File: config.mk
export PLATFORM = sky130hd
export DESIGN_NAME = adp_qual_seq
export DESIGN_NICKNAME = d
export VERILOG_FILES = /design/src/rtl/adp_qual_pkg.sv /design/src/rtl/adp_qual_timer.sv /design/src/rtl/adp_qual_pulse.sv /design/src/rtl/adp_qual_fsm.sv /design/src/rtl/adp_qual_seq.sv
export SDC_FILE = /design/constraint.sdc
export NUM_CORES = 1
export LEC_CHECK = 0
export CAP_MARGIN = 20
export CORE_ASPECT_RATIO = 2
export CORE_MARGIN = 2
export CORE_UTILIZATION = 60
export CTS_CLUSTER_SIZE = 25
export DETAILED_ROUTE_END_ITERATION = 8
export PLACE_DENSITY = 0.83
export SLEW_MARGIN = 30
export SYNTH_ARGS = -nofsm -noshare
export SYNTH_HDL_FRONTEND = slang
export SYNTH_SLANG_ARGS = --single-unit
export TNS_END_PERCENT = 10
File: constraint.sdc
create_clock -name clk -period 3.2 [get_ports clk]
set_input_delay 0.64 -clock clk [delete_from_list [all_inputs] [get_ports clk]]
set_output_delay 0.64 -clock clk [all_outputs]
set_load 0.02 [all_outputs]
File: src/rtl/adp_qual_pkg.sv
package adp_qual_pkg;

   typedef enum logic [1:0] {
      AQ_IDLE = 2'd0,
      AQ_QUAL = 2'd1,
      AQ_HOLD = 2'd2,
      AQ_GOOD = 2'd3
   } aq_state_e;

   localparam logic [2:0] AQ_CODE_NONE = 3'b000;
   localparam logic [2:0] AQ_CODE_BAD  = 3'b011;

   function automatic int unsigned aq_max(input int unsigned a, input int unsigned b);
      return (a > b) ? a : b;
   endfunction

endpackage

File: src/rtl/adp_qual_timer.sv
module adp_qual_timer #(
   parameter int unsigned CW = 8
) (
   input  logic          clk,
   input  logic          rst_n,
   input  logic          clr,
   input  logic          en,
   output logic [CW-1:0] cnt
);

   always_ff @(posedge clk or negedge rst_n) begin
      if (!rst_n)   cnt <= '0;
      else if (clr) cnt <= '0;
      else if (en)  cnt <= cnt + 1'b1;
   end

endmodule

File: src/rtl/adp_qual_pulse.sv
module adp_qual_pulse #(
   parameter int unsigned PULSE_CYC = 4
) (
   input  logic clk,
   input  logic rst_n,
   input  logic start,
   output logic pulse_o
);

   generate
      if (PULSE_CYC < 1) begin : g_bad_len
         $error("adp_qual_pulse: PULSE_CYC must be at least 1");
      end

      if (PULSE_CYC == 1) begin : g_single
         logic q;
         always_ff @(posedge clk or negedge rst_n) begin
            if (!rst_n) q <= 1'b0;
            else        q <= start;
         end
         assign pulse_o = q;
      end else begin : g_count
         localparam int unsigned PW = $clog2(PULSE_CYC + 1);
         localparam logic [PW-1:0] P_LOAD = PW'(PULSE_CYC);
         logic [PW-1:0] left;
         always_ff @(posedge clk or negedge rst_n) begin
            if (!rst_n)          left <= '0;
            else if (start)      left <= P_LOAD;
            else if (left != '0) left <= left - 1'b1;
         end
         assign pulse_o = (left != '0);
      end
   endgenerate

   AST_PULSE_STARTS: assert property (@(posedge clk) disable iff (!rst_n)
      start |=> pulse_o);

endmodule

File: src/rtl/adp_qual_fsm.sv
module adp_qual_fsm
   import adp_qual_pkg::*;
#(
   parameter int unsigned QUAL_CYC = 16,
   parameter int unsigned HOLD_CYC = 16,
   parameter int unsigned CW       = 5
) (
   input  logic          clk,
   input  logic          rst_n,
   input  logic          por_evt,
   input  logic          vin_ok,
   input  logic [CW-1:0] cnt,
   output logic          cnt_clr,
   output logic          cnt_en,
   output logic          reject,
   output logic          sink_en_q,
   output logic          good_q,
   output logic [2:0]    code_q
);

   localparam logic [CW-1:0] Q_LAST = CW'(QUAL_CYC - 1);
   localparam logic [CW-1:0] H_LAST = CW'(HOLD_CYC - 1);

   aq_state_e state_q, state_d;
   logic      pass;

   always_comb begin
      state_d = state_q;
      cnt_clr = 1'b0;
      reject  = 1'b0;
      pass    = 1'b0;
      if (por_evt) begin
         state_d = AQ_QUAL;
         cnt_clr = 1'b1;
      end else begin
         unique case (state_q)
            AQ_QUAL: begin
               if (!vin_ok) begin
                  state_d = AQ_HOLD;
                  cnt_clr = 1'b1;
                  reject  = 1'b1;
               end else if (cnt == Q_LAST) begin
                  state_d = AQ_GOOD;
                  cnt_clr = 1'b1;
                  pass    = 1'b1;
               end
            end
            AQ_HOLD: begin
               if (cnt == H_LAST) begin
                  state_d = AQ_QUAL;
                  cnt_clr = 1'b1;
               end
            end
            default: state_d = state_q;
         endcase
      end
   end

   assign cnt_en = (state_q == AQ_QUAL) || (state_q == AQ_HOLD);

   always_ff @(posedge clk or negedge rst_n) begin
      if (!rst_n) begin
         state_q   <= AQ_IDLE;
         sink_en_q <= 1'b0;
         good_q    <= 1'b0;
         code_q    <= AQ_CODE_NONE;
      end else begin
         state_q   <= state_d;
         sink_en_q <= (state_d == AQ_QUAL);
         good_q    <= (state_d == AQ_GOOD);
         if (reject)    code_q <= AQ_CODE_BAD;
         else if (pass) code_q <= AQ_CODE_NONE;
      end
   end

   AST_POR_RESTARTS: assert property (@(posedge clk) disable iff (!rst_n)
      por_evt |=> (sink_en_q && !good_q));

   AST_DIP_REJECTS: assert property (@(posedge clk) disable iff (!rst_n)
      (sink_en_q && !vin_ok && !por_evt) |=> (!sink_en_q && !good_q && code_q == AQ_CODE_BAD));

   AST_GOOD_AFTER_WINDOW: assert property (@(posedge clk) disable iff (!rst_n)
      $rose(good_q) |-> $past(sink_en_q));

   AST_GOOD_CODE_CLEAR: assert property (@(posedge clk) disable iff (!rst_n)
      good_q |-> (code_q == AQ_CODE_NONE));

   AST_SINK_GOOD_EXCL: assert property (@(posedge clk) disable iff (!rst_n)
      !(sink_en_q && good_q));

   AST_NO_OVERFLOW: assert property (@(posedge clk) disable iff (!rst_n)
      (state_q == AQ_QUAL) |-> (cnt <= Q_LAST));

   AST_HOLD_BOUND: assert property (@(posedge clk) disable iff (!rst_n)
      (state_q == AQ_HOLD) |-> (cnt <= H_LAST));

endmodule

File: src/rtl/adp_qual_seq.sv
module adp_qual_seq
   import adp_qual_pkg::*;
#(
   parameter int unsigned QUAL_CYC  = 30000,
   parameter int unsigned HOLD_CYC  = 100000,
   parameter int unsigned PULSE_CYC = 128
) (
   input  logic       clk,
   input  logic       rst_n,
   input  logic       por_evt,
   input  logic       vin_ok,
   output logic       sink_en,
   output logic       adp_good,
   output logic [2:0] fault_code,
   output logic       fault_pulse
);

   localparam int unsigned MAXC = aq_max(QUAL_CYC, HOLD_CYC);
   localparam int unsigned CW   = $clog2(MAXC);

   generate
      if (QUAL_CYC < 2) begin : g_bad_qual
         $error("adp_qual_seq: QUAL_CYC must be at least 2");
      end
      if (HOLD_CYC < 2) begin : g_bad_hold
         $error("adp_qual_seq: HOLD_CYC must be at least 2");
      end
   endgenerate

   logic [CW-1:0] cnt;
   logic          cnt_clr;
   logic          cnt_en;
   logic          reject;

   adp_qual_timer #(.CW(CW)) u_timer (
      .clk   (clk),
      .rst_n (rst_n),
      .clr   (cnt_clr),
      .en    (cnt_en),
      .cnt   (cnt)
   );

   adp_qual_fsm #(
      .QUAL_CYC (QUAL_CYC),
      .HOLD_CYC (HOLD_CYC),
      .CW       (CW)
   ) u_fsm (
      .clk       (clk),
      .rst_n     (rst_n),
      .por_evt   (por_evt),
      .vin_ok    (vin_ok),
      .cnt       (cnt),
      .cnt_clr   (cnt_clr),
      .cnt_en    (cnt_en),
      .reject    (reject),
      .sink_en_q (sink_en),
      .good_q    (adp_good),
      .code_q    (fault_code)
   );

   adp_qual_pulse #(.PULSE_CYC(PULSE_CYC)) u_pulse (
      .clk     (clk),
      .rst_n   (rst_n),
      .start   (reject),
      .pulse_o (fault_pulse)
   );

   AST_REJECT_PULSE_CODE: assert property (@(posedge clk) disable iff (!rst_n)
      $rose(fault_pulse) |-> (fault_code == AQ_CODE_BAD));

endmodule

# Word-level counts from Yosys, hierarchy flattened
# Cells that the tools add are included.
dict set report word_totals {
  regBits 32
  in_bits 4
  output_inout_bits 6
  wordCells 41
}
dict set report op_classes {
  n_addsub 2
  n_eq_ne 6
  mux 22
  n_reduce_logical 5
}
# op n
set op_table {}
lappend op_table {{2-to-1 mux 17 bit} 2}
lappend op_table {{adder 17 x 1 -> 17 bit (second input constant)} 1}
lappend op_table {{== test 17 x 15 -> 1 bit (second input constant)} 1}
lappend op_table {{== test 17 bit (second input constant)} 1}
lappend op_table {{2-to-1 mux 8 bit} 2}
lappend op_table {{2-to-1 mux 1 bit} 10}
lappend op_table {{2-to-1 mux 2 bit} 4}
lappend op_table {{nonzero test 8 bit} 1}
lappend op_table {{subtractor 8 x 1 -> 8 bit (second input constant)} 1}
lappend op_table {{2-to-1 mux 3 bit} 2}
lappend op_table {{nonzero test 2 bit} 3}
lappend op_table {{== test 2 x 1 -> 1 bit (second input constant)} 2}
lappend op_table {{== test 2 bit (second input constant)} 2}
lappend op_table {{one-hot mux 2 bit (2 select lines)} 1}
lappend op_table {{one-hot mux 1 bit (2 select lines)} 1}
lappend op_table {{logical OR 1 bit} 1}

# Logic depth before layout (Yosys ltp)
# Gate-level depths: netlist (run 1).
dict set report logic_depth {
  word_depth 7
  depth_mapped 9
  ltp_nobuf 7
}

# Hierarchy
# Synthesis (run 1) repeated with hierarchy kept, for this count alone.
dict set report unflattened {
  hier_cells 183
  area_unflattened_um2 1757.9
}
# module instances cells_each area_each_um2 seq_area_each_um2
set modules_own_cells {}
lappend modules_own_cells {adp_qual_timer 1 85 872.1 425.4}
lappend modules_own_cells {adp_qual_pulse 1 48 452.9 200.2}
lappend modules_own_cells {adp_qual_fsm 1 50 432.9 125.1}

# Worst setup path before layout (run 1)
# Ideal clock, no wire load.
dict set report synth_timing {
  kind {flip-flop to output port}
  startpoint {register u_pulse.g_count.left[3]}
  endpoint {output fault_pulse}
  t_arrival_ns 1.475
  required_ns 2.560
  path_slack_ns 1.085
  stages_incl_launch_ff 4
  n_path_buf 0
  cell_sequence {dfrtp_1 > or4_1 > nor4_2 > inv_1}
}
dict set report synth_between {
  elab_chain_len 1
}
# item line_no
set synth_rtl {}
lappend synth_rtl {{start, declared} adp_qual_pulse.sv:25} ;# logic [PW-1:0] left;
lappend synth_rtl {{start signal, assigned} adp_qual_pulse.sv:29} ;# else if (left != '0) left <= left - 1'b1;
lappend synth_rtl {{nonzero test 8 bit} adp_qual_pulse.sv:31} ;# assign pulse_o = (left != '0);
lappend synth_rtl {{end, declared} adp_qual_seq.sv:15} ;# output logic fault_pulse
# No other way between the ends.

# Final worst setup path (run 1)
# Same ends and word-level chain as after synthesis.

==> run summary, run 1 <==
Rel. slew slack: 61.4%
Final worst-path cycle share: 94.3%
Worst Tran Pin Value: 0.579 ns
Worst VDD drop: 0.362 mV
# IOs: 10
Syn Nets: 174
Synth area leaders: dfrtp_1 (47%), nor2_1 (8.0%), xor2_1 (6.5%), xnor2_1 (4.9%), ha_1 (3.1%)
Yosys reg bits: 30
Most common cell after layout, fill and taps aside: nor2_1
Post-CTS setup buffers: 0
Vias: 1231
WL final: 3340 µm
GRT Util Overall: 26.1%
DRT Pass-1 Iters: 4
Slew Viols, Final: 0
Req. time, crit path: 2.56 ns
Status: finished clean
Worst setup SP type: flip-flop
TritonCTS Sinks: 30
Filler cell count: 203
DP HPWL: 2470 µm
Area delta synth->final: 9.27%
PortBufs: 8
Seq/Total Area, Yosys: 46.8%
Largest net degree at the start of global routing: 31
Hold Crit Class: flip-flop to flip-flop
CP top delay family: simple AND/OR/NAND/NOR gates
Initial antenna violation count: 0
Max-cap violations: 0
Global-route wire length before repair: 5500 µm
# setup viols final: 0
CTS tree: built
Min cycle time layout: 3.02 ns
Antenna cells: 0
Clk pin slew, worst setup/hold paths: 0.06 ns
Syn. warnings: 0
Initial Util: 63.3%
Area fraction of the dominant cell type after synthesis: 46.8%
CTS HTree Levels: 2
Crit end category: output pin
WL/cell: 16.3 µm
Leak: 0.728 nW
# DRC: 0
Layout cells sized above 1: 6.21%
Netlist cell types: 40
Die ar.: 3130 µm²
Standard-cell rows: 26
Critical path arrival: 2.38 ns
Setup Skew: 0.00804 ns
Syn avg cell area: 9.67 µm²
PostCTS Resize Cnt: 0
Crit Path Max Fanout: 5
Num CTS Buffers: 5
Vias in the first global route: 1252
Setup TNS: 0 ns
Post-synth top area cell: dfrtp_1
Most frequent cells in the layout: nor2_1 (34), dfrtp_1 (30), xor2_1 (12)
Pwr dens: 739 nW/µm²
DR iter-0 viols: 46
Cells after synthesis: 166
Worst Path Buf+Inv: 2
Remaining antenna violation count after routing: 0
Clk_lat worst skew: 0.28 ns
Fmax: 331 MHz
NumNets Final: 185
GR Overflow Total: 0
Post-cts hold buffer count: 0
Placement-stage cell area: 1680 µm²
Critical path class: flip-flop to output pin
Post-Syn Area: 1610 µm²
Max stage delay on crit path: 0.63 ns
Worst-path cell with the longest stage delay: or4_1
Maximum clock path buffer count: 2
Die X: 40.6 µm
CORE AREA: 2540 µm²
Gpl congestion: 0.864
Via density: 6.00
Post-layout util: 69.1%
CTS root buf: clkbuf_8
Post-route cell area: 1750 µm²
Final hold viol count: 0
RSZ-0062 raised after global routing: no
Critical-path cell list: or4_1 -> nor4_2 -> inv_1 -> clkdlybuf4s50_1
Chip height: 77.2 µm
[layer usage]
metal | share of wire [%] | routed length, µm | track usage (%)
met1 | 36 | 1220 | 25.4
met2 | 58 | 1930 | 44.0
met3 | 3.1 | 103 | 7.23
met4 | 2.5 | 85 | 15.7
met5 | 0 | 0 | 0
[report_power, final]
group / switching (mW) / leakage, nW / internal [mW]
clock: 0.128 / 0.0383 / 0.149
combinational: 0.277 / 0.298 / 0.201
sequential: 0.0798 / 0.391 / 0.462
[Yosys cell counts]
master,instances
inv_1,8
mux2i_1,1
a211o_1,1
nor2_2,1
dfrtp_1,30
nand3_1,5
a21boi_0,1
nor4_1,3
clkbuf_1,1
buf_12,1
nor2_1,34
buf_4,2
and4_1,1
nand2b_1,3
and4bb_2,1
nand3b_1,2
and3_1,1
nor3_1,6
conb_1,1
xnor2_1,9
nor2b_1,1
or2_2,1
nand2_1,7
nor4bb_1,1
or4_1,4
o31a_1,1
or4b_1,1
o21ai_0,3
or3_1,3
a21oi_1,2
or4b_2,1
a211oi_1,2
xor2_1,12
nand4_1,6
and3b_1,1
ha_1,4
buf_6,1
nor4b_1,1
nor4_2,1
o21a_1,1
[stage by stage]
step                total power [mW]  std cells  worst slack (ns)  hold WS (ns)
floorplan                      0.905        166              1.09         0.344
global placement               0.982        198             0.573         0.510
detailed placement              1.02        198             0.487         0.536
CTS                             1.30        205             0.171         0.555
global route                    1.39        205            0.0778         0.576
finish                          1.30        205             0.181         0.558
[state kept, by name (all words and copies together), names as in the netlist]
register              flops
u_fsm.code_q              1
u_fsm.good_q              1
u_fsm.sink_en_q           1
u_fsm.state_q             2
u_pulse.g_count.left      8
u_timer.cnt              17
[worst paths after layout]
path	slack (ns)	start	to	cells past startpoint
max	0.18	u_pulse.g_count.left[3]	fault_pulse	4
min	0.56	u_fsm.code_q[0]	u_fsm.code_q[0]	2
max reg2reg	0.87	u_timer.cnt[8]	u_timer.cnt[5]	5
min reg2reg	0.56	u_fsm.code_q[0]	u_fsm.code_q[0]	2
max in group asynchronous	2.17	rst_n	u_timer.cnt[14]	2
min in group asynchronous	0.75	rst_n	u_timer.cnt[2]	2
[worst min-delay path, delay by kind of cell, from the launching register on]
family	cells	cell delay (ns)
flops	1	0.36
compound gates	2	0.16
[cell type report]
class                      instances  area [µm²]  share of cell area, %
multi-input combinational        123         774                   44.2
sequential                        30         751                   42.8
timing repair buffer               9        87.6                   4.99
clock buffer                       7        76.3                   4.35
tap                               28        35.0                   2.00
inverter                           8        30.0                   1.71
[logic make-up after synthesis]
logic type,share of synthesized area (%)
and+or+nand+nor,28.3
DFF,46.8
xor gates and xnor gates,11.5
buffers and inverters,4.99
AOI/OAI and AO/OA,4.52
adders and majority gates,3.12
other,0.234
muxes,0.624
(Power assumes the default switching activity.)
==> run 2: changes to the inputs <==
--- a/config.mk
+++ b/config.mk
@@ -11,9 +11,10 @@
 export CORE_UTILIZATION = 60
 export CTS_CLUSTER_SIZE = 25
 export DETAILED_ROUTE_END_ITERATION = 8
-export PLACE_DENSITY = 0.83
+export PLACE_DENSITY = 0.8
 export SLEW_MARGIN = 30
 export SYNTH_ARGS = -nofsm -noshare
 export SYNTH_HDL_FRONTEND = slang
+export SYNTH_HIERARCHICAL = 1
 export SYNTH_SLANG_ARGS = --single-unit
 export TNS_END_PERCENT = 10
==> run 2 against run 1 <==
- register-to-register slack worse by 0.71 ns
- fmax shrank 0.77%
- first-iteration DRC count down 15%
- largest power group unchanged
==> run summary, run 2 <==
Post-synthesis async set-or-reset flop share: 100%
Num CTS Buffers: 5
Via density: 6.35
Met3 Resource Use GR: 6.29%
Chip height: 80.6 µm
Antenna cells: 0
Post-Syn Area: 1760 µm²
Worst-path cell with the longest stage delay: or4_1
CORE AREA: 2770 µm²
DRT Pass-1 Iters: 6
Max-cap violations: 0
Total power: 1.38 mW
Global-route wire length before repair: 6570 µm
Setup Skew: 0.00712 ns
Most common cell after layout, fill and taps aside: dfrtp_1
WL final: 3770 µm
Reg with most FFs: u_timer/cnt
DP HPWL: 2770 µm
Cells after synthesis: 183
Top FF cell, synth: dfrtp_1
Syn. warnings: 6
PortBufs: 8
Worst Path Buf+Inv: 0
Die ar.: 3410 µm²
CTS tree: built
Status: finished clean
Critical path class: flip-flop to flip-flop
Remaining antenna violation count after routing: 0
GR Overflow Total: 0
Standard-cell rows: 27
Slew Viols, Final: 0
# IOs: 10
TritonCTS Sinks: 30
Setup TNS: 0 ns
Critical path arrival: 3.26 ns
Max stage delay on crit path: 0.51 ns
CTS HTree Levels: 2
Layout cells sized above 1: 13.4%
Clk_lat worst skew: 0.29 ns
Post-synth top area cell: dfrtp_1
Area delta synth->final: 11.0%
Pwr dens: 706 nW/µm²
NumNets Final: 202
# setup viols final: 0
Clk pin slew, worst setup/hold paths: 0.06 ns
Die X: 42.3 µm
Largest net degree at the start of global routing: 31
Req. time, crit path: 3.41 ns
Count leader, synth: dfrtp_1
Critical-path cell list: nor4b_1 -> nand4_1 -> or2_2 -> nand2_1 -> a311o_2 -> o211ai_1 -> or3_4 -> or4_1 -> a21oi_1
Initial antenna violation count: 0
GRT Util Overall: 25.8%
RSZ-0062 raised after global routing: no
Area fraction of the dominant cell type after synthesis: 42.7%
Leak: 0.807 nW
M2 GR Usage: 45.8%
Yosys reg bits: 30
Rel. slew slack: 65.6%
Vias: 1417
Worst VDD drop: 0.568 mV
Maximum clock path buffer count: 2
WL/cell: 16.9 µm
Biggest regs: u_timer/cnt: 17 flops, u_pulse/g_count.left: 8 flops, u_fsm/state_q: 2 flops
Vias in the first global route: 1494
Crit Path Max Fanout: 12
Post-cts hold buffer count: 0
Post-synth EDFFs: 0
Final worst-path cycle share: 95.1%
Gpl congestion: 0.887
Max reg flops: 17
Post-CTS setup buffers: 0
CP top delay family: simple AND/OR/NAND/NOR gates
Seq/Total Area, Yosys: 42.7%
Syn Nets: 192
Netlist cell types: 53
Fmax: 329 MHz
Filler cell count: 232
Final hold viol count: 0
Synth area leaders: dfrtp_1 (43%), nor2_1 (3.8%), ha_1 (3.6%), xor2_1 (3.5%), a21oi_1 (3.1%)
Syn avg cell area: 9.61 µm²
Worst Tran Pin Value: 0.514 ns
Busiest grt layer: met2
Met1 Use GR: 25.1%
# DRC: 0
Hold Crit Class: flip-flop to flip-flop
Min cycle time layout: 3.04 ns
Crit end category: flip-flop
Worst setup SP type: flip-flop
Synth top cells by count: dfrtp_1 (30), nor2_1 (18), a21oi_1 (11)
Most frequent cells in the layout: dfrtp_1 (30), nor2_1 (18), a21oi_1 (11)
DR iter-0 viols: 39
CTS root buf: clkbuf_8
Initial Util: 63.5%
-- run 2: changes by cell type in the layout (fill, tap and decap cells not counted), sizes merged, moves of 3 or more --
cell   change
xnor2      -5
nor2      -17
o21ai      +8
o31ai      +3
or3        +3
a21oi      +9
xor2       -5
-- run 2: report_power, final --
| part | switching [mW] | leakage (nW) | total, mW | internal [mW] |
|---|---|---|---|---|
| registers | 0.0867 | 0.392 | 0.546 | 0.459 |
| logic | 0.294 | 0.367 | 0.519 | 0.225 |
| clock network | 0.140 | 0.0482 | 0.313 | 0.173 |
| total | 0.520 | 0.807 | 1.38 | 0.857 |
-- run 2: cells by family after synthesis --
logic type      synth area share (%)
simple gates                    28.5
compound gates                  14.0
flops                           42.7
buf+inv                         4.34
xor+xnor                        5.48
fa+ha+maj                       3.56
mux                             1.21
other cells                    0.213
-- run 2: final cells by class --
cell class	count	area, µm²	share of cell area [%]
Sequential cell	30	751	38.5
Tap cell	29	36.3	1.86
Clock inverter	1	5.00	0.256
Inverter	9	33.8	1.73
Clock buffer	7	86.3	4.42
Timing Repair Buffer	11	103	5.26
Multi-Input combinational cell	136	937	48.0
-- run 2: stage by stage --
| step | hold WS [ns] | area (µm²) | util [%] | worst slack (ns) | cells |
|---|---|---|---|---|---|
| 6_report | 0.577 | 1950 | 70.5 | 0.158 | 223 |
| 5_1_grt | 0.590 | 1950 | 70.5 | 0.00109 | 223 |
| 4_1_cts | 0.573 | 1950 | 70.2 | 0.205 | 223 |
| 3_5_place_dp | 0.559 | 1850 | 66.9 | 0.214 | 215 |
| 3_3_place_gp | 0.556 | 1850 | 66.9 | 0.367 | 215 |
| 2_1_floorplan | 0.344 | 1760 | - | 0.553 | 183 |
-- run 2: worst paths after layout --
| kind | start | endpoint | slack [ns] | cells past startpoint |
|---|---|---|---|---|
| max in group asynchronous | rst_n | u_timer/cnt[1] | 2.17 | 2 |
| setup reg to reg | u_timer/cnt[4] | u_timer/cnt[15] | 0.16 | 9 |
| min in group asynchronous | rst_n | u_pulse/g_count.left[2] | 0.74 | 2 |
| hold reg to reg | u_fsm/code_q[0] | u_fsm/code_q[0] | 0.58 | 2 |
| setup / recovery | u_timer/cnt[4] | u_timer/cnt[15] | 0.16 | 9 |
| hold / removal | u_fsm/code_q[0] | u_fsm/code_q[0] | 0.58 | 2 |
-- run 2: worst min-delay path, delay by kind of cell (launching register included) --
family	cells	cell delay [ns]
compound gates	2	0.16
flops	1	0.38
-- run 2: routing by layer --
layer	part of all wire, %	vias to the layer above
met5	0	-
met4	4.5	0
met3	2.9	19
met2	57	39
met1	35	676
li1	-	683
-- run 2: repair_timing --
| item | CTS | global route |
|---|---|---|
| endpoints found under the setup margin | 0 | 1 |
| resized for setup | 0 | 1 |
| endpoints found under the hold margin | 0 | 0 |
